**config.mk**
```make
export PLATFORM = sky130hd
export DESIGN_NAME = pwm_timebase
export DESIGN_NICKNAME = d
export VERILOG_FILES = /design/src/rtl/tbase_pkg.sv /design/src/rtl/tbase_prescaler.sv /design/src/rtl/tbase_period.sv /design/src/rtl/tbase_counter.sv /design/src/rtl/tbase_syncsel.sv /design/src/rtl/pwm_timebase.sv
export SDC_FILE = /design/constraint.sdc
export NUM_CORES = 1
export LEC_CHECK = 0
export ABC_AREA = 0
export CAP_MARGIN = 20
export CORE_MARGIN = 2
export CORE_UTILIZATION = 50
export DETAILED_ROUTE_END_ITERATION = 16
export PLACE_DENSITY = 0.78
export SYNTH_ARGS = -nofsm -noshare
export SYNTH_HDL_FRONTEND = slang
export SYNTH_SLANG_ARGS = --single-unit
```
**constraint.sdc**
```tcl
create_clock -name clk -period 2.8 [get_ports clk]
set_clock_uncertainty 0.2 [all_clocks]
set_input_delay 0.42 -clock clk [delete_from_list [all_inputs] [get_ports clk]]
set_output_delay 0.42 -clock clk [all_outputs]
set_load 0.02 [all_outputs]
```
**src/rtl/tbase_pkg.sv**
```systemverilog
package tbase_pkg;

   typedef enum logic [1:0] {
      CM_UP   = 2'd0,
      CM_DOWN = 2'd1,
      CM_UPDN = 2'd2,
      CM_HOLD = 2'd3
   } cnt_mode_e;

   typedef enum logic [1:0] {
      SO_PASS = 2'd0,
      SO_ZERO = 2'd1,
      SO_CMPB = 2'd2,
      SO_OFF  = 2'd3
   } sync_src_e;

   localparam int PS_FIELD_W = 3;
   localparam int CTRL_W     = 10;
   localparam int SWSYNC_BIT = 10;

   localparam int A_CTRL  = 0;
   localparam int A_PRD   = 1;
   localparam int A_PHASE = 2;
   localparam int A_FLAG  = 3;

   typedef struct packed {
      logic [PS_FIELD_W-1:0] ps_sel;       // [9:7]
      sync_src_e             so_sel;       // [6:5]
      logic                  dir_on_sync;  // [4]
      logic                  shadow_off;   // [3]
      logic                  phase_en;     // [2]
      cnt_mode_e             mode;         // [1:0]
   } ctrl_t;

endpackage

```
**src/rtl/tbase_prescaler.sv**
```systemverilog
module tbase_prescaler #(
   parameter int SEL_W = 3,
   localparam int DIV_W = (1 << SEL_W) - 1
) (
   input  logic             clk,
   input  logic             rst_n,
   input  logic             run,
   input  logic [SEL_W-1:0] sel,
   output logic             tick
);

   logic [DIV_W-1:0] div_q;
   logic [DIV_W-1:0] limit;

   always_comb limit = DIV_W'((32'd1 << sel) - 32'd1);

   assign tick = run && (div_q == limit);

   always_ff @(posedge clk or negedge rst_n) begin
      if (!rst_n)              div_q <= '0;
      else if (!run || tick)   div_q <= '0;
      else                     div_q <= div_q + DIV_W'(1);
   end

endmodule

```
**src/rtl/tbase_period.sv**
```systemverilog
module tbase_period #(
   parameter int            W          = 16,
   parameter bit            HAS_SHADOW = 1'b1,
   parameter logic [W-1:0]  RST_VAL    = '1
) (
   input  logic         clk,
   input  logic         rst_n,
   input  logic         wr,
   input  logic [W-1:0] wdata,
   input  logic         direct,
   input  logic         load_zero,
   output logic [W-1:0] active
);

   generate
      if (HAS_SHADOW) begin : g_shadow
         logic [W-1:0] shadow_q;
         always_ff @(posedge clk or negedge rst_n) begin
            if (!rst_n) begin
               shadow_q <= RST_VAL;
               active   <= RST_VAL;
            end else begin
               if (wr) shadow_q <= wdata;
               if (wr && direct)  active <= wdata;
               else if (load_zero) active <= shadow_q;
            end
         end
      end else begin : g_direct
         always_ff @(posedge clk or negedge rst_n) begin
            if (!rst_n)  active <= RST_VAL;
            else if (wr) active <= wdata;
         end
      end
   endgenerate

endmodule

```
**src/rtl/tbase_counter.sv**
```systemverilog
module tbase_counter
   import tbase_pkg::*;
#(
   parameter int W = 16
) (
   input  logic         clk,
   input  logic         rst_n,
   input  logic         run,
   input  logic         tick,
   input  cnt_mode_e    mode,
   input  logic [W-1:0] prd,
   input  logic         ld_phase,
   input  logic [W-1:0] phase,
   input  logic         dir_on_sync,
   output logic [W-1:0] cnt,
   output logic         dir_up
);

   localparam logic [W-1:0] ONE = W'(1);

   logic [W-1:0] nxt_cnt;
   logic         nxt_dir;

   always_comb begin
      nxt_cnt = cnt;
      nxt_dir = dir_up;
      if (ld_phase) begin
         nxt_cnt = phase;
         case (mode)
            CM_UPDN: nxt_dir = dir_on_sync;
            CM_DOWN: nxt_dir = 1'b0;
            default: nxt_dir = 1'b1;
         endcase
      end else begin
         case (mode)
            CM_UP: begin
               nxt_dir = 1'b1;
               nxt_cnt = (cnt >= prd) ? '0 : cnt + ONE;
            end
            CM_DOWN: begin
               nxt_dir = 1'b0;
               nxt_cnt = (cnt == '0) ? prd : cnt - ONE;
            end
            CM_UPDN: begin
               if (dir_up) begin
                  if (cnt >= prd) begin
                     nxt_dir = 1'b0;
                     nxt_cnt = (cnt == '0) ? '0 : cnt - ONE;
                  end else begin
                     nxt_cnt = cnt + ONE;
                  end
               end else begin
                  if (cnt == '0) begin
                     nxt_dir = 1'b1;
                     nxt_cnt = (prd == '0) ? '0 : ONE;
                  end else begin
                     nxt_cnt = cnt - ONE;
                  end
               end
            end
            default: ;
         endcase
      end
   end

   always_ff @(posedge clk or negedge rst_n) begin
      if (!rst_n) begin
         cnt    <= '0;
         dir_up <= 1'b1;
      end else if (!run) begin
         cnt    <= '0;
         dir_up <= 1'b1;
      end else if (tick) begin
         cnt    <= nxt_cnt;
         dir_up <= nxt_dir;
      end
   end

endmodule

```
**src/rtl/tbase_syncsel.sv**
```systemverilog
module tbase_syncsel
   import tbase_pkg::*;
(
   input  sync_src_e sel,
   input  logic      sync_evt,
   input  logic      at_zero,
   input  logic      cmpb_hit,
   output logic      sync_out
);

   always_comb begin
      case (sel)
         SO_PASS: sync_out = sync_evt;
         SO_ZERO: sync_out = at_zero;
         SO_CMPB: sync_out = cmpb_hit;
         default: sync_out = 1'b0;
      endcase
   end

endmodule

```
**src/rtl/pwm_timebase.sv**
```systemverilog
module pwm_timebase
   import tbase_pkg::*;
#(
   parameter int               CNT_W      = 16,
   parameter int               ADDR_W     = 2,
   parameter bit               HAS_SHADOW = 1'b1,
   parameter logic [CNT_W-1:0] PRD_RST    = '1
) (
   input  logic              clk,
   input  logic              rst_n,
   input  logic              run,
   input  logic              wr_en,
   input  logic [ADDR_W-1:0] wr_addr,
   input  logic [CNT_W-1:0]  wr_data,
   input  logic              sync_in,
   input  logic              cmpb_hit,
   output logic [CNT_W-1:0]  cnt,
   output logic              dir_up,
   output logic              evt_zero,
   output logic              evt_period,
   output logic              max_flag,
   output logic              sync_out
);

   generate
      if (CNT_W < SWSYNC_BIT + 1) begin : g_bad_width
         $error("pwm_timebase: CNT_W must hold the control word");
      end
      if (ADDR_W < 2) begin : g_bad_addr
         $error("pwm_timebase: ADDR_W must be at least 2");
      end
   endgenerate

   ctrl_t            ctrl_q;
   cnt_mode_e        mode_q;
   logic [CNT_W-1:0] phase_q;
   logic [CNT_W-1:0] prd_act;
   logic             pend_q;
   logic             tick;
   logic             wr_ctrl, wr_prd, wr_phase, wr_flag;
   logic             sw_sync, sync_evt, ld_phase, at_zero;

   assign wr_ctrl  = wr_en && (wr_addr == ADDR_W'(A_CTRL));
   assign wr_prd   = wr_en && (wr_addr == ADDR_W'(A_PRD));
   assign wr_phase = wr_en && (wr_addr == ADDR_W'(A_PHASE));
   assign wr_flag  = wr_en && (wr_addr == ADDR_W'(A_FLAG));

   assign sw_sync  = wr_ctrl && wr_data[SWSYNC_BIT];
   assign sync_evt = sync_in || sw_sync;
   assign ld_phase = tick && ctrl_q.phase_en && (pend_q || sync_evt);
   assign mode_q   = ctrl_q.mode;

   always_ff @(posedge clk or negedge rst_n) begin
      if (!rst_n) begin
         ctrl_q  <= '0;
         phase_q <= '0;
      end else begin
         if (wr_ctrl)  ctrl_q  <= ctrl_t'(wr_data[CTRL_W-1:0]);
         if (wr_phase) phase_q <= wr_data;
      end
   end

   always_ff @(posedge clk or negedge rst_n) begin
      if (!rst_n)        pend_q <= 1'b0;
      else if (!run)     pend_q <= 1'b0;
      else if (tick)     pend_q <= 1'b0;
      else if (sync_evt) pend_q <= 1'b1;
   end

   always_ff @(posedge clk or negedge rst_n) begin
      if (!rst_n)                    max_flag <= 1'b0;
      else if (run && (&cnt))        max_flag <= 1'b1;
      else if (wr_flag && wr_data[0]) max_flag <= 1'b0;
   end

   tbase_prescaler #(.SEL_W(PS_FIELD_W)) u_presc (
      .clk   (clk),
      .rst_n (rst_n),
      .run   (run),
      .sel   (ctrl_q.ps_sel),
      .tick  (tick)
   );

   tbase_period #(.W(CNT_W), .HAS_SHADOW(HAS_SHADOW), .RST_VAL(PRD_RST)) u_prd (
      .clk       (clk),
      .rst_n     (rst_n),
      .wr        (wr_prd),
      .wdata     (wr_data),
      .direct    (ctrl_q.shadow_off),
      .load_zero (tick && (cnt == '0)),
      .active    (prd_act)
   );

   tbase_counter #(.W(CNT_W)) u_cnt (
      .clk         (clk),
      .rst_n       (rst_n),
      .run         (run),
      .tick        (tick),
      .mode        (mode_q),
      .prd         (prd_act),
      .ld_phase    (ld_phase),
      .phase       (phase_q),
      .dir_on_sync (ctrl_q.dir_on_sync),
      .cnt         (cnt),
      .dir_up      (dir_up)
   );

   assign at_zero    = run && (cnt == '0);
   assign evt_zero   = at_zero;
   assign evt_period = run && (cnt == prd_act);

   tbase_syncsel u_sync (
      .sel      (ctrl_q.so_sel),
      .sync_evt (sync_evt),
      .at_zero  (at_zero),
      .cmpb_hit (cmpb_hit),
      .sync_out (sync_out)
   );

endmodule

```
==> flow_summary.rst, run 1 <==
.. list-table::
   :header-rows: 1

   * - Metric
     - Value
   * - Run status
     - finished, violations left
   * - Violated checks
     - negative setup slack
   * - Max Clk Rate
     - approximately 0.33 GHz
   * - Flip-flop cell with the highest count after synthesis
     - sky130_fd_sc_hd__dfrtp_1
   * - Met1 Track Usage GR
     - 0.443
   * - Chip Width
     - roughly 110 µm
   * - GRT overflow
     - 0
   * - Net count after synthesis
     - around 680
   * - Non-filler instance count after layout
     - 911
   * - Number of enable-type register cells in the synthesized netlist
     - 0
   * - Cells taking the most area after synthesis
     - sky130_fd_sc_hd__dfrtp_1, sky130_fd_sc_hd__dfstp_2, sky130_fd_sc_hd__nand2_1
   * - Synthesized area divided by synthesized cell count
     - 8.89 µm²
   * - Starting density of the core
     - 0.513
   * - Critical path startpoint category
     - flip-flop
   * - Share of the clock period used by the worst path
     - 1.07
   * - Number of placed cells counting well taps
     - 886
   * - Post-route DRC violation count
     - 0
   * - Critical path class
     - flip-flop to flip-flop
   * - TritonCTS clock tree
     - done
   * - Post-synthesis cell type with the largest combined area
     - sky130_fd_sc_hd__dfrtp_1
   * - Length of the first detailed-routing pass in iterations
     - 5
   * - Max-slew violation total from the final report
     - 0
   * - Clk Tree Root Cell
     - sky130_fd_sc_hd__clkbuf_8
   * - Worst slack at placement
     - -0.258 ns
   * - Layout cell share with drive strength beyond 1
     - 0.335
   * - Number of global-route vias before repair
     - approximately 5700
   * - WL final
     - approximately 20000 µm
   * - Total via count after detailed routing
     - 5776
   * - Placed wire-length estimate
     - between 10000 and 15000 µm
   * - Final critical-path required period
     - 2.99 ns
   * - Destination of the worst register-to-register timing path
     - u_cnt.cnt[11]$_DFFE_PN0P_
   * - Violation count after the first detailed-routing iteration
     - ~520
   * - Distinct cells, synth
     - 76
   * - Average routed wire per standard cell
     - roughly 21 µm
   * - Area of the core
     - around 11000 µm²
   * - Count of maximum capacitance violations
     - 0
   * - Path type of the worst min-delay path
     - flip-flop to flip-flop
   * - Core Rows
     - 38
   * - Commonest cells after routing, fill and taps aside
     - sky130_fd_sc_hd__buf_4, sky130_fd_sc_hd__nand2_1, sky130_fd_sc_hd__nor2_1, sky130_fd_sc_hd__dfrtp_1, sky130_fd_sc_hd__clkdlybuf4s50_1
   * - Maximum number of pins on one net before global-route repair
     - between 40 and 50
   * - # clock sinks
     - between 80 and 90
   * - Antenna Violating Nets Remaining
     - 0
   * - Worst reg2reg setup slack
     - -0.19 ns
   * - Inserted Clock Buffers
     - 9
   * - Ys Warns
     - 0
   * - Sequential element share of the synthesized area
     - 0.383
   * - First-pass GRT wire length
     - 30100 µm
   * - Die Footprint
     - between 10000 and 15000 µm²
   * - Source of the critical timing path
     - u_prd.active[0]$_DFFE_PN1P_
   * - Clk_lat worst skew
     - about 0.38 ns
   * - Fraction of synthesized cell area taken by the top area cell type
     - 0.228
   * - Final hold viol count
     - 0
   * - Worst Setup End Kind
     - flip-flop
   * - R2R depth
     - 8
   * - Area overhead of the layout relative to synthesis
     - 34.5%
   * - Share of flip-flops with an asynchronous set or reset after synthesis
     - 1.00
   * - Gate count of the mapped netlist
     - 629
   * - Area post-placement
     - between 6000 and 7000 µm²
   * - Last weighted congestion value of the routability-driven placer
     - between 1 and 1.5
   * - CP Capture Point
     - u_cnt.cnt[11]$_DFFE_PN0P_
   * - Count of buffers inserted at the top-level ports
     - 44
   * - Finished Core Util
     - 0.691
   * - Startpoint of the worst-slack reg-to-reg timing path
     - u_prd.active[0]$_DFFE_PN1P_
   * - Leakage
     - around 3.2 nW
   * - Die Ht
     - around 110 µm
   * - Maximum root-to-sink buffer count
     - 2
   * - Most common library cell in the layout ignoring fill and taps
     - sky130_fd_sc_hd__buf_4
   * - Final Worst Setup Slack
     - -0.193 ns
   * - Critical-path cell list
     - ha_4 > nand2b_4 > a2111o_1 > a311oi_4 > nand2_2 > or4_1 > o31a_1 > o211ai_1
   * - Required @ worst endpoint
     - about 2.9 ns
   * - Worst-Margin Slew
     - 0.555 ns
   * - Slowest library cell on the worst path
     - sky130_fd_sc_hd__dfstp_2
   * - Total power density per cell area
     - 782 nW/µm²
   * - Global routing met2 resource utilization
     - 0.526
   * - Total Nets Final
     - a little over 800
   * - Number of antenna violations at the first check in global routing
     - 0
   * - Final antenna diode count
     - 0
   * - Peak fanout along the critical path
     - 5
   * - Post-CTS clock slew at the launch and capture registers of the worst setup and hold paths
     - 0.09 ns
   * - Global Route Usage Sum
     - 0.334
   * - Netlist area before placement
     - approximately 5600 µm²
   * - Setup-failing EPs final
     - 18
   * - I/O Pins
     - 45
   * - Setup repair after global routing missed its margin
     - yes
   * - Post-detailed-route via-to-cell ratio
     - 6.34
   * - Max-slew headroom at the worst pin
     - 0.629
   * - Most congested layer reported by global routing
     - met2
   * - Met3 track utilization from global routing
     - 0.0705
   * - Final instance area
     - about 7500 µm²
   * - Max IR drop VDD
     - 0.535 mV
   * - Worst stage delay on the critical path
     - ~0.57 ns
   * - FF+latch count, synth
     - 84
   * - Arrival time reported for the critical path endpoint
     - around 3.1 ns
   * - CTS H-tree lvls
     - 3
cells in the mapped netlist, types with 4 or more instances:
cell type	instances
sky130_fd_sc_hd__o31ai_1	7
sky130_fd_sc_hd__inv_1	31
sky130_fd_sc_hd__xor2_1	13
sky130_fd_sc_hd__and3_1	10
sky130_fd_sc_hd__nand4_1	13
sky130_fd_sc_hd__mux2i_1	19
sky130_fd_sc_hd__and2_1	7
sky130_fd_sc_hd__clkbuf_1	26
sky130_fd_sc_hd__a21o_1	5
sky130_fd_sc_hd__buf_2	4
sky130_fd_sc_hd__dfstp_2	33
sky130_fd_sc_hd__o211ai_1	9
sky130_fd_sc_hd__a31oi_1	7
sky130_fd_sc_hd__nor4_1	10
sky130_fd_sc_hd__dfrtp_1	51
sky130_fd_sc_hd__nor2_1	50
sky130_fd_sc_hd__nand2_1	89
sky130_fd_sc_hd__o21ai_0	26
sky130_fd_sc_hd__nor3_1	14
sky130_fd_sc_hd__and4_1	4
sky130_fd_sc_hd__o32ai_1	7
sky130_fd_sc_hd__a21oi_1	35
sky130_fd_sc_hd__ha_1	22
sky130_fd_sc_hd__mux2_2	25
sky130_fd_sc_hd__xnor2_1	15
sky130_fd_sc_hd__nand3_1	21
registers in the layout (all words and copies together), names as in the netlist, 2 cells and up:
| name | count |
|---|---|
| ctrl_q | 8 |
| mode_q | 2 |
| phase_q | 16 |
| u_cnt.cnt | 16 |
| u_prd.active | 16 |
| u_prd.g_shadow.shadow_q | 16 |
| u_presc.div_q | 7 |
how the worst min path moves through the flow:
stage | from | to | cells past startpoint
3_3_place_gp | rst_n | u_presc.div_q[0]$_DFF_PN0_ | 1
5_1_grt | u_prd.g_shadow.shadow_q[5]$_DFFE_PN1P_ | u_prd.g_shadow.shadow_q[5]$_DFFE_PN1P_ | 2
6_report | u_prd.g_shadow.shadow_q[15]$_DFFE_PN1P_ | u_prd.g_shadow.shadow_q[15]$_DFFE_PN1P_ | 2
4_1_cts | u_prd.g_shadow.shadow_q[15]$_DFFE_PN1P_ | u_prd.g_shadow.shadow_q[15]$_DFFE_PN1P_ | 2
2_1_floorplan | rst_n | ctrl_q[2]$_DFFE_PN0P_ | 0
3_5_place_dp | rst_n | u_presc.div_q[0]$_DFF_PN0_ | 1
kinds of logic (layout without fill, tap and decap cells):
family,after synthesis,in the layout,synth area share
simple gates,243,243,0.215
compound gates,142,142,0.174
mux,44,44,0.0844
xor+xnor,28,28,0.0439
flops,84,84,0.383
buf+inv,66,208,0.0499
fa+ha+maj,22,22,0.0492
timing repair:
item                                   4_1_cts  5_1_grt
hold buffers                                 1        0
resized for setup                           45       34
setup buffers                                6        1
pin swaps                                   29        8
endpoints found under the hold margin       29        0
cloned                                       0        1
setup endpoints to repair                   19       25
critical path, delay by kind of cell (launching register included):
kind	cells	cell delay (ns)
AOI/OAI and AO/OA	4	1.23
adders and majority gates	1	0.20
DFF	1	0.57
and+or+nand+nor	3	0.70
cell type report:
class	instances	area, µm²
Clock inverter	3	22.5
Tap cell	140	175
Sequential cell	84	2150
Multi-Input combinational cell	479	3510
Clock buffer	13	160
Fill cell	826	3370
Timing Repair Buffer	161	1390
Inverter	31	116
through the flow:
step / setup TNS, ns / total power [mW] / hold WS [ns]
floorplan: -0.151 / 3.38 / -0.0756
global placement: -1.55 / 4.51 / 0.226
detailed placement: -2.85 / 4.63 / 0.232
CTS: -0.817 / 5.58 / 0.265
global route: -2.69 / 6.16 / 0.279
finish: -1.49 / 5.88 / 0.263
where the power goes:
| group | internal, mW | switching [mW] | leakage (nW) | total [mW] |
|---|---|---|---|---|
| clock | 0.380 | 0.469 | 0.0927 | 0.848 |
| combinational | 1.45 | 1.78 | 2.16 | 3.23 |
| sequential | 1.58 | 0.223 | 0.995 | 1.81 |
| total | 3.41 | 2.47 | 3.25 | 5.88 |
per-layer routing:
metal | vias up | share of wire
li1 | 2561 | -
met1 | 2816 | 0.40
met2 | 335 | 0.47
met3 | 64 | 0.094
met4 | 0 | 0.040
met5 | - | 0
Note: power is estimated with default switching activity, not from simulation.
==> run 2: changes to the inputs <==
Settings changed: CORE_UTILIZATION 50 to 53, PLACE_DENSITY 0.78 to 0.82.
==> run 2 against run 1 <==
  * The run still ends with negative setup slack left
  * First-iteration DRC count grew 14%
  * Worst hold slack is essentially flat
  * Wire length grew 2.9%
  * Global-route usage grew 1.8 points
  * Die area shrank 5.5%
  * Count of clock-buffer cells in the layout shrank 1
  * Sequential cell count is the same
  * Clock power grew 8.8%
  * Highest routed layer unchanged
==> flow_summary.rst, run 2 (synthesis gave the netlist of run 1 again) <==
.. list-table::
   :header-rows: 1

   * - Metric
     - Value
   * - Post-CTS clock slew at the launch and capture registers of the worst setup and hold paths
     - around 0.10 ns
   * - Startpoint of the worst-slack reg-to-reg timing path
     - u_prd.active[0]$_DFFE_PN1P_
   * - Fillers
     - 669
   * - Share of the clock period used by the worst path
     - 1.05
   * - Worst slack at placement
     - -0.233 ns
   * - Post-route setup TNS
     - -0.743 ns
   * - Count of buffers inserted at the top-level ports
     - 44
   * - Die Footprint
     - about 11000 µm²
   * - Metal3 WL
     - ~1700 µm
   * - Inserted Clock Buffers
     - 9
   * - Area taken by multi-input logic gates
     - approximately 3600 µm²
   * - Length of the first detailed-routing pass in iterations
     - 5
   * - Arrival time reported for the critical path endpoint
     - 3.02 ns
   * - Destination of the worst hold path
     - u_prd.g_shadow.shadow_q[2]$_DFFE_PN1P_
   * - CTS H-tree lvls
     - 3
   * - Run status
     - finished, violations left
   * - Number of placed cells counting well taps
     - ~900
   * - Average routed wire per standard cell
     - between 20 and 25 µm
   * - Total Nets Final
     - between 800 and 900
   * - Worst hold stages
     - 2
   * - Post-route DRC violation count
     - 0
   * - Clk Tree Root Cell
     - sky130_fd_sc_hd__clkbuf_8
   * - Topmost layer with routed signal wires
     - met4
   * - Starting density of the core
     - 0.544
   * - Final Worst Setup Slack
     - -0.130 ns
   * - Antenna Violating Nets Remaining
     - 0
   * - Violation count after the first detailed-routing iteration
     - 590
   * - Routed met2 length
     - a little over 9000 µm
   * - Last weighted congestion value of the routability-driven placer
     - between 1 and 1.5
   * - Worst-Margin Slew
     - around 0.51 ns
   * - Area of the core
     - 10300 µm²
   * - Commonest cells after routing, fill and taps aside
     - sky130_fd_sc_hd__buf_4, sky130_fd_sc_hd__nand2_1, sky130_fd_sc_hd__nor2_1
   * - Worst Setup End Kind
     - flip-flop
   * - Final critical-path required period
     - 2.93 ns
   * - Total power of the final layout
     - slightly above 6 mW
   * - Total via count after detailed routing
     - just under 6000
   * - Non-filler instance count after layout
     - between 900 and 1000
   * - Setup-failing EPs final
     - 12
   * - Area overhead of the layout relative to synthesis
     - 40.4%
   * - Layout cell share with drive strength beyond 1
     - 0.364
   * - Clk_lat worst skew
     - ~0.37 ns
   * - Peak fanout along the critical path
     - 5
   * - Met1 layer wirelength in the final routing
     - a little over 8000 µm
   * - Total power density per cell area
     - about 770 nW/µm²
   * - TritonCTS clock tree
     - done
   * - Number of global-route vias before repair
     - about 5700
   * - WL final
     - 20100 µm
   * - Setup repair after global routing missed its margin
     - yes
   * - Maximum number of pins on one net before global-route repair
     - 37
   * - Hold Worst Slack
     - 0.263 ns
   * - Max IR drop VDD
     - ~0.52 mV
   * - Required @ worst endpoint
     - a little under 3 ns
   * - Leakage
     - between 3 and 4 nW
   * - Violated checks
     - negative setup slack
   * - Number of antenna violations at the first check in global routing
     - 0
   * - Storage cell area
     - roughly 2100 µm²
   * - Worst reg2reg setup slack
     - -0.13 ns
   * - Chip Width
     - 107 µm
   * - Global Route Usage Sum
     - 0.352
   * - First-pass GRT wire length
     - 30800 µm
   * - GRT overflow
     - 0
   * - Critical path startpoint category
     - flip-flop
   * - Destination of the worst register-to-register timing path
     - u_cnt.cnt[11]$_DFFE_PN0P_
   * - Start point of the worst min-delay path
     - u_prd.g_shadow.shadow_q[2]$_DFFE_PN1P_
   * - R2R depth
     - 9
   * - Final hold viol count
     - 0
   * - Critical path class
     - flip-flop to flip-flop
   * - Core Rows
     - 37
   * - Post-detailed-route via-to-cell ratio
     - ~6.4
   * - Maximum root-to-sink buffer count
     - 2
   * - Path type of the worst min-delay path
     - flip-flop to flip-flop
   * - Placed wire-length estimate
     - ~14000 µm
   * - Max-slew headroom at the worst pin
     - 0.660
   * - Count of maximum capacitance violations
     - 0
   * - Die Ht
     - 107 µm
   * - I/O Pins
     - 45
   * - Final antenna diode count
     - 0
   * - Max-slew violation total from the final report
     - 0
   * - # clock sinks
     - 84
   * - Max Clk Rate
     - roughly 0.34 GHz
   * - Most common library cell in the layout ignoring fill and taps
     - sky130_fd_sc_hd__buf_4
[run 2: per-stage QoR]
step | util | cell area [µm²]
2_1_floorplan | - | 5670
3_3_place_gp | 0.688 | 7070
3_5_place_dp | 0.688 | 7070
4_1_cts | 0.731 | 7510
5_1_grt | 0.763 | 7850
6_report | 0.763 | 7850
[run 2: worst max path at each step]
stage                                     start                   endpoint  slack [ns]  cells past startpoint
finish              u_prd.active[0]$_DFFE_PN1P_  u_cnt.cnt[11]$_DFFE_PN0P_       -0.13                      9
global placement      u_cnt.cnt[10]$_DFFE_PN0P_                   sync_out       -0.19                      6
global route        u_prd.active[0]$_DFFE_PN1P_  u_cnt.cnt[11]$_DFFE_PN0P_       -0.17                      9
floorplan              u_cnt.cnt[0]$_DFFE_PN0P_  u_cnt.cnt[11]$_DFFE_PN0P_       -0.06                      9
detailed placement  u_prd.active[1]$_DFFE_PN1P_   u_cnt.cnt[8]$_DFFE_PN0P_       -0.23                      9
CTS                 u_prd.active[0]$_DFFE_PN1P_  u_cnt.cnt[11]$_DFFE_PN0P_       -0.12                      9
[run 2: critical path, stage by stage (launching register included)]
cell	delay (ns)
sky130_fd_sc_hd__dfstp_2	0.57
sky130_fd_sc_hd__ha_4	0.20
sky130_fd_sc_hd__nand2b_4	0.13
sky130_fd_sc_hd__a2111o_1	0.46
sky130_fd_sc_hd__a311oi_4	0.30
sky130_fd_sc_hd__buf_4	0.18
sky130_fd_sc_hd__nand2_4	0.06
sky130_fd_sc_hd__or4_1	0.40
sky130_fd_sc_hd__o31a_1	0.25
sky130_fd_sc_hd__o211ai_1	0.11
[run 2: report_power, final]
group | switching (mW) | internal (mW)
clock | 0.486 | 0.437
combinational | 1.79 | 1.55
sequential | 0.208 | 1.58
[run 2: routing by layer]
| layer | up-vias | GRT usage |
|---|---|---|
| met5 | - | 0 |
| met4 | 0 | 0.157 |
| met3 | 88 | 0.0474 |
| met2 | 368 | 0.554 |
| met1 | 2840 | 0.486 |
| li1 | 2611 | - |
[run 2: timing repair]
item	in CTS	in global routing
hold buffers	1	0
gates resized for setup	50	51
hold endpoints to repair	23	0
endpoints found under the setup margin	19	35
gates cloned	0	1
buffers inserted	5	10
pin swaps	18	36
[run 2: layout make-up]
cell class,instances,share of cell area
sequential,84,0.274
multi-input combinational,479,0.462
clock buffer,12,0.0225
tap,136,0.0217
timing repair buffer,184,0.200
clock inverter,4,0.00462
inverter,31,0.0151
==> run 3: changes to the inputs <==
Settings changed: CORE_UTILIZATION 53 to 55, CTS_CLUSTER_SIZE set to 24, MAX_ROUTING_LAYER set to met4, PLACE_DENSITY 0.82 to 0.81.
Clock period 2.8 ns to 2.89 ns, I/O delays scaled along.
==> run 3 against run 2 <==
  * The flow still finishes with violations (negative setup slack)
  * Worst setup slack worse by 0.023 ns
  * Largest cell class unchanged
  * Sequential power decreased by 3%
  * Register-to-register slack got worse by 0.02 ns
  * Cell area is 2.7% lower
==> flow_summary.rst, run 3 (synthesis gave the netlist of run 1 again) <==
.. list-table::
   :header-rows: 1

   * - Metric
     - Value
   * - Total via count after detailed routing
     - 5848
   * - Fillers
     - approximately 680
   * - Switching power share of the total
     - 0.414
   * - Max-slew violation total from the final report
     - 0
   * - Finished Core Util
     - 0.778
   * - Total Nets Final
     - 820
   * - Path type of the worst min-delay path
     - flip-flop to flip-flop
   * - Area overhead of the layout relative to synthesis
     - 36.6%
   * - Net load switching power
     - 2.41 mW
   * - WL final
     - just over 20000 µm
   * - Share of the clock period used by the worst path
     - 1.05
   * - Post-route setup TNS
     - -0.799 ns
   * - Required @ worst endpoint
     - between 2 and 3 ns
   * - Placed wire-length estimate
     - ~15000 µm
   * - Number of antenna violations at the first check in global routing
     - 0
   * - Final critical-path required period
     - approximately 3.0 ns
   * - Violation count after the first detailed-routing iteration
     - between 400 and 500
   * - Share of total power in combinational logic
     - 0.553
   * - Critical path startpoint category
     - flip-flop
   * - CTS H-tree lvls
     - 3
   * - Final Worst Setup Slack
     - -0.153 ns
   * - Area of the core
     - a little under 10000 µm²
   * - Met3 track utilization from global routing
     - 0.0717
   * - Total power of the final layout
     - ~5.8 mW
   * - Max IR drop VDD
     - 0.480 mV
   * - Die Ht
     - 105 µm
   * - Clk Tree Root Cell
     - sky130_fd_sc_hd__clkbuf_8
   * - I/O Pins
     - 45
   * - Post-detailed-route via-to-cell ratio
     - about 6.4
   * - First-pass GRT wire length
     - ~32000 µm
   * - Clk_lat worst skew
     - ~0.38 ns
   * - Violated checks
     - negative setup slack
   * - Number of global-route vias before repair
     - slightly below 6000
   * - Inserted Clock Buffers
     - 9
   * - Met1 Track Usage GR
     - 0.504
   * - Commonest cells after routing, fill and taps aside
     - sky130_fd_sc_hd__buf_4, sky130_fd_sc_hd__nand2_1, sky130_fd_sc_hd__nor2_1, sky130_fd_sc_hd__dfrtp_1, sky130_fd_sc_hd__clkdlybuf4s50_1
   * - Final hold viol count
     - 0
   * - Post-CTS clock slew at the launch and capture registers of the worst setup and hold paths
     - roughly 0.10 ns
   * - Last weighted congestion value of the routability-driven placer
     - approximately 1
   * - Chip Width
     - between 100 and 150 µm
   * - Hold Worst Slack
     - approximately 0.26 ns
   * - Peak fanout along the critical path
     - 6
   * - Total power density per cell area
     - between 700 and 800 nW/µm²
   * - TritonCTS clock tree
     - done
   * - Maximum root-to-sink buffer count
     - 2
   * - Critical path class
     - flip-flop to flip-flop
   * - Post-route DRC violation count
     - 0
   * - Arrival time reported for the critical path endpoint
     - around 3.1 ns
   * - Run status
     - finished, violations left
   * - Setup-failing EPs final
     - 11
   * - Most congested layer reported by global routing
     - met2
   * - Die Footprint
     - 11000 µm²
   * - Global Route Usage Sum
     - 0.386
   * - Worst-Margin Slew
     - ~0.51 ns
   * - Starting density of the core
     - 0.569
   * - Setup repair after global routing missed its margin
     - yes
   * - Layout cell share with drive strength beyond 1
     - 0.341
   * - # clock sinks
     - 84
   * - Portion of total power attributed to the clock network
     - 0.150
   * - Most common library cell in the layout ignoring fill and taps
     - sky130_fd_sc_hd__buf_4
   * - Global routing met2 resource utilization
     - 0.578
   * - Core Rows
     - 36
   * - Antenna Violating Nets Remaining
     - 0
   * - Max Clk Rate
     - about 0.33 GHz
   * - Maximum number of pins on one net before global-route repair
     - between 80 and 90
   * - Worst slack at placement
     - -0.207 ns
   * - Seq pwr share
     - 0.297
   * - Worst stage delay on the critical path
     - between 0.5 and 0.6 ns
   * - Worst Setup End Kind
     - flip-flop
   * - Leakage
     - about 3.3 nW
   * - Average routed wire per standard cell
     - 22.1 µm
   * - Count of buffers inserted at the top-level ports
     - between 40 and 50
   * - Internal Power
     - between 3 and 4 mW
   * - Final antenna diode count
     - 0
   * - GRT overflow
     - 0
   * - Length of the first detailed-routing pass in iterations
     - 8
   * - Max-slew headroom at the worst pin
     - 0.655
   * - Count of maximum capacitance violations
     - 0
   * - Critical-path cell list
     - ha_4 > nand2b_4 > a2111o_1 > buf_6 > a311oi_4 > nand2_4 > buf_4 > a311oi_1 > o211ai_1
   * - Slowest library cell on the worst path
     - sky130_fd_sc_hd__dfstp_2
==> run 3: path summary, 6_finish.rpt <==
kind                       depth (start not counted)                                    from                                endpoint  slack, ns
hold reg to reg                                    2  u_prd.g_shadow.shadow_q[0]$_DFFE_PN1P_  u_prd.g_shadow.shadow_q[0]$_DFFE_PN1P_       0.26
min in group asynchronous                          3                                   rst_n              u_presc.div_q[1]$_DFF_PN0_       0.42
max in group asynchronous                          3                                   rst_n            u_prd.active[12]$_DFFE_PN1P_       1.68
hold / removal                                     2  u_prd.g_shadow.shadow_q[0]$_DFFE_PN1P_  u_prd.g_shadow.shadow_q[0]$_DFFE_PN1P_       0.26
setup reg to reg                                   9             u_prd.active[0]$_DFFE_PN1P_               u_cnt.cnt[11]$_DFFE_PN0P_      -0.15
setup / recovery                                   9             u_prd.active[0]$_DFFE_PN1P_               u_cnt.cnt[11]$_DFFE_PN0P_      -0.15
==> run 3: what timing repair did <==
action / CTS / global route
endpoints found under the setup margin: 27 / 36
hold buffers: 1 / 0
cloned: 0 / 1
buffers inserted: 7 / 4
pin swaps: 25 / 36
gates resized for setup: 59 / 32
endpoints found under the hold margin: 51 / 0
==> run 3: power groups by stage <==
| stage | Combinational (mW) | Clock [mW] | Sequential, mW |
|---|---|---|---|
| final | 3.22 | 0.874 | 1.73 |
| after global routing | 3.44 | 0.922 | 1.76 |
| after CTS | 3.00 | 0.876 | 1.72 |
| after detailed placement | 2.78 | 0 | 1.73 |
| after global placement | 2.70 | 0 | 1.71 |
| after floorplan | 1.49 | 0 | 1.73 |
==> run 3: layout make-up <==
cell class	instances	area, µm²	share of cell area
clock inverters	6	70.1	0.00917
clock buffers	10	128	0.0167
inverters	31	116	0.0152
well taps	133	166	0.0218
flip-flops and latches	84	2140	0.281
multi-input cells	479	3520	0.461
repair buffers	169	1500	0.196
==> run 3: through the flow <==
stage          cell area [µm²]  std cells
3_3_place_gp              7000        887
6_report                  7640        912
3_5_place_dp              7000        887
4_1_cts                   7460        910
2_1_floorplan             5620        629
5_1_grt                   7640        912
==> run 3: layer usage <==
| layer | up-vias | part of all wire |
|---|---|---|
| met4 | 0 | 0.048 |
| met1 | 2811 | 0.40 |
| met5 | - | 0 |
| met2 | 387 | 0.45 |
| met3 | 81 | 0.10 |
| li1 | 2569 | - |
==> run 3: worst max-delay path: cells and delay by family, from the launching register on <==
family | cells | cell delay [ns]
fa+ha+maj | 1 | 0.20
compound gates | 4 | 1.31
simple gates | 2 | 0.29
flops | 1 | 0.57
buf+inv | 2 | 0.32
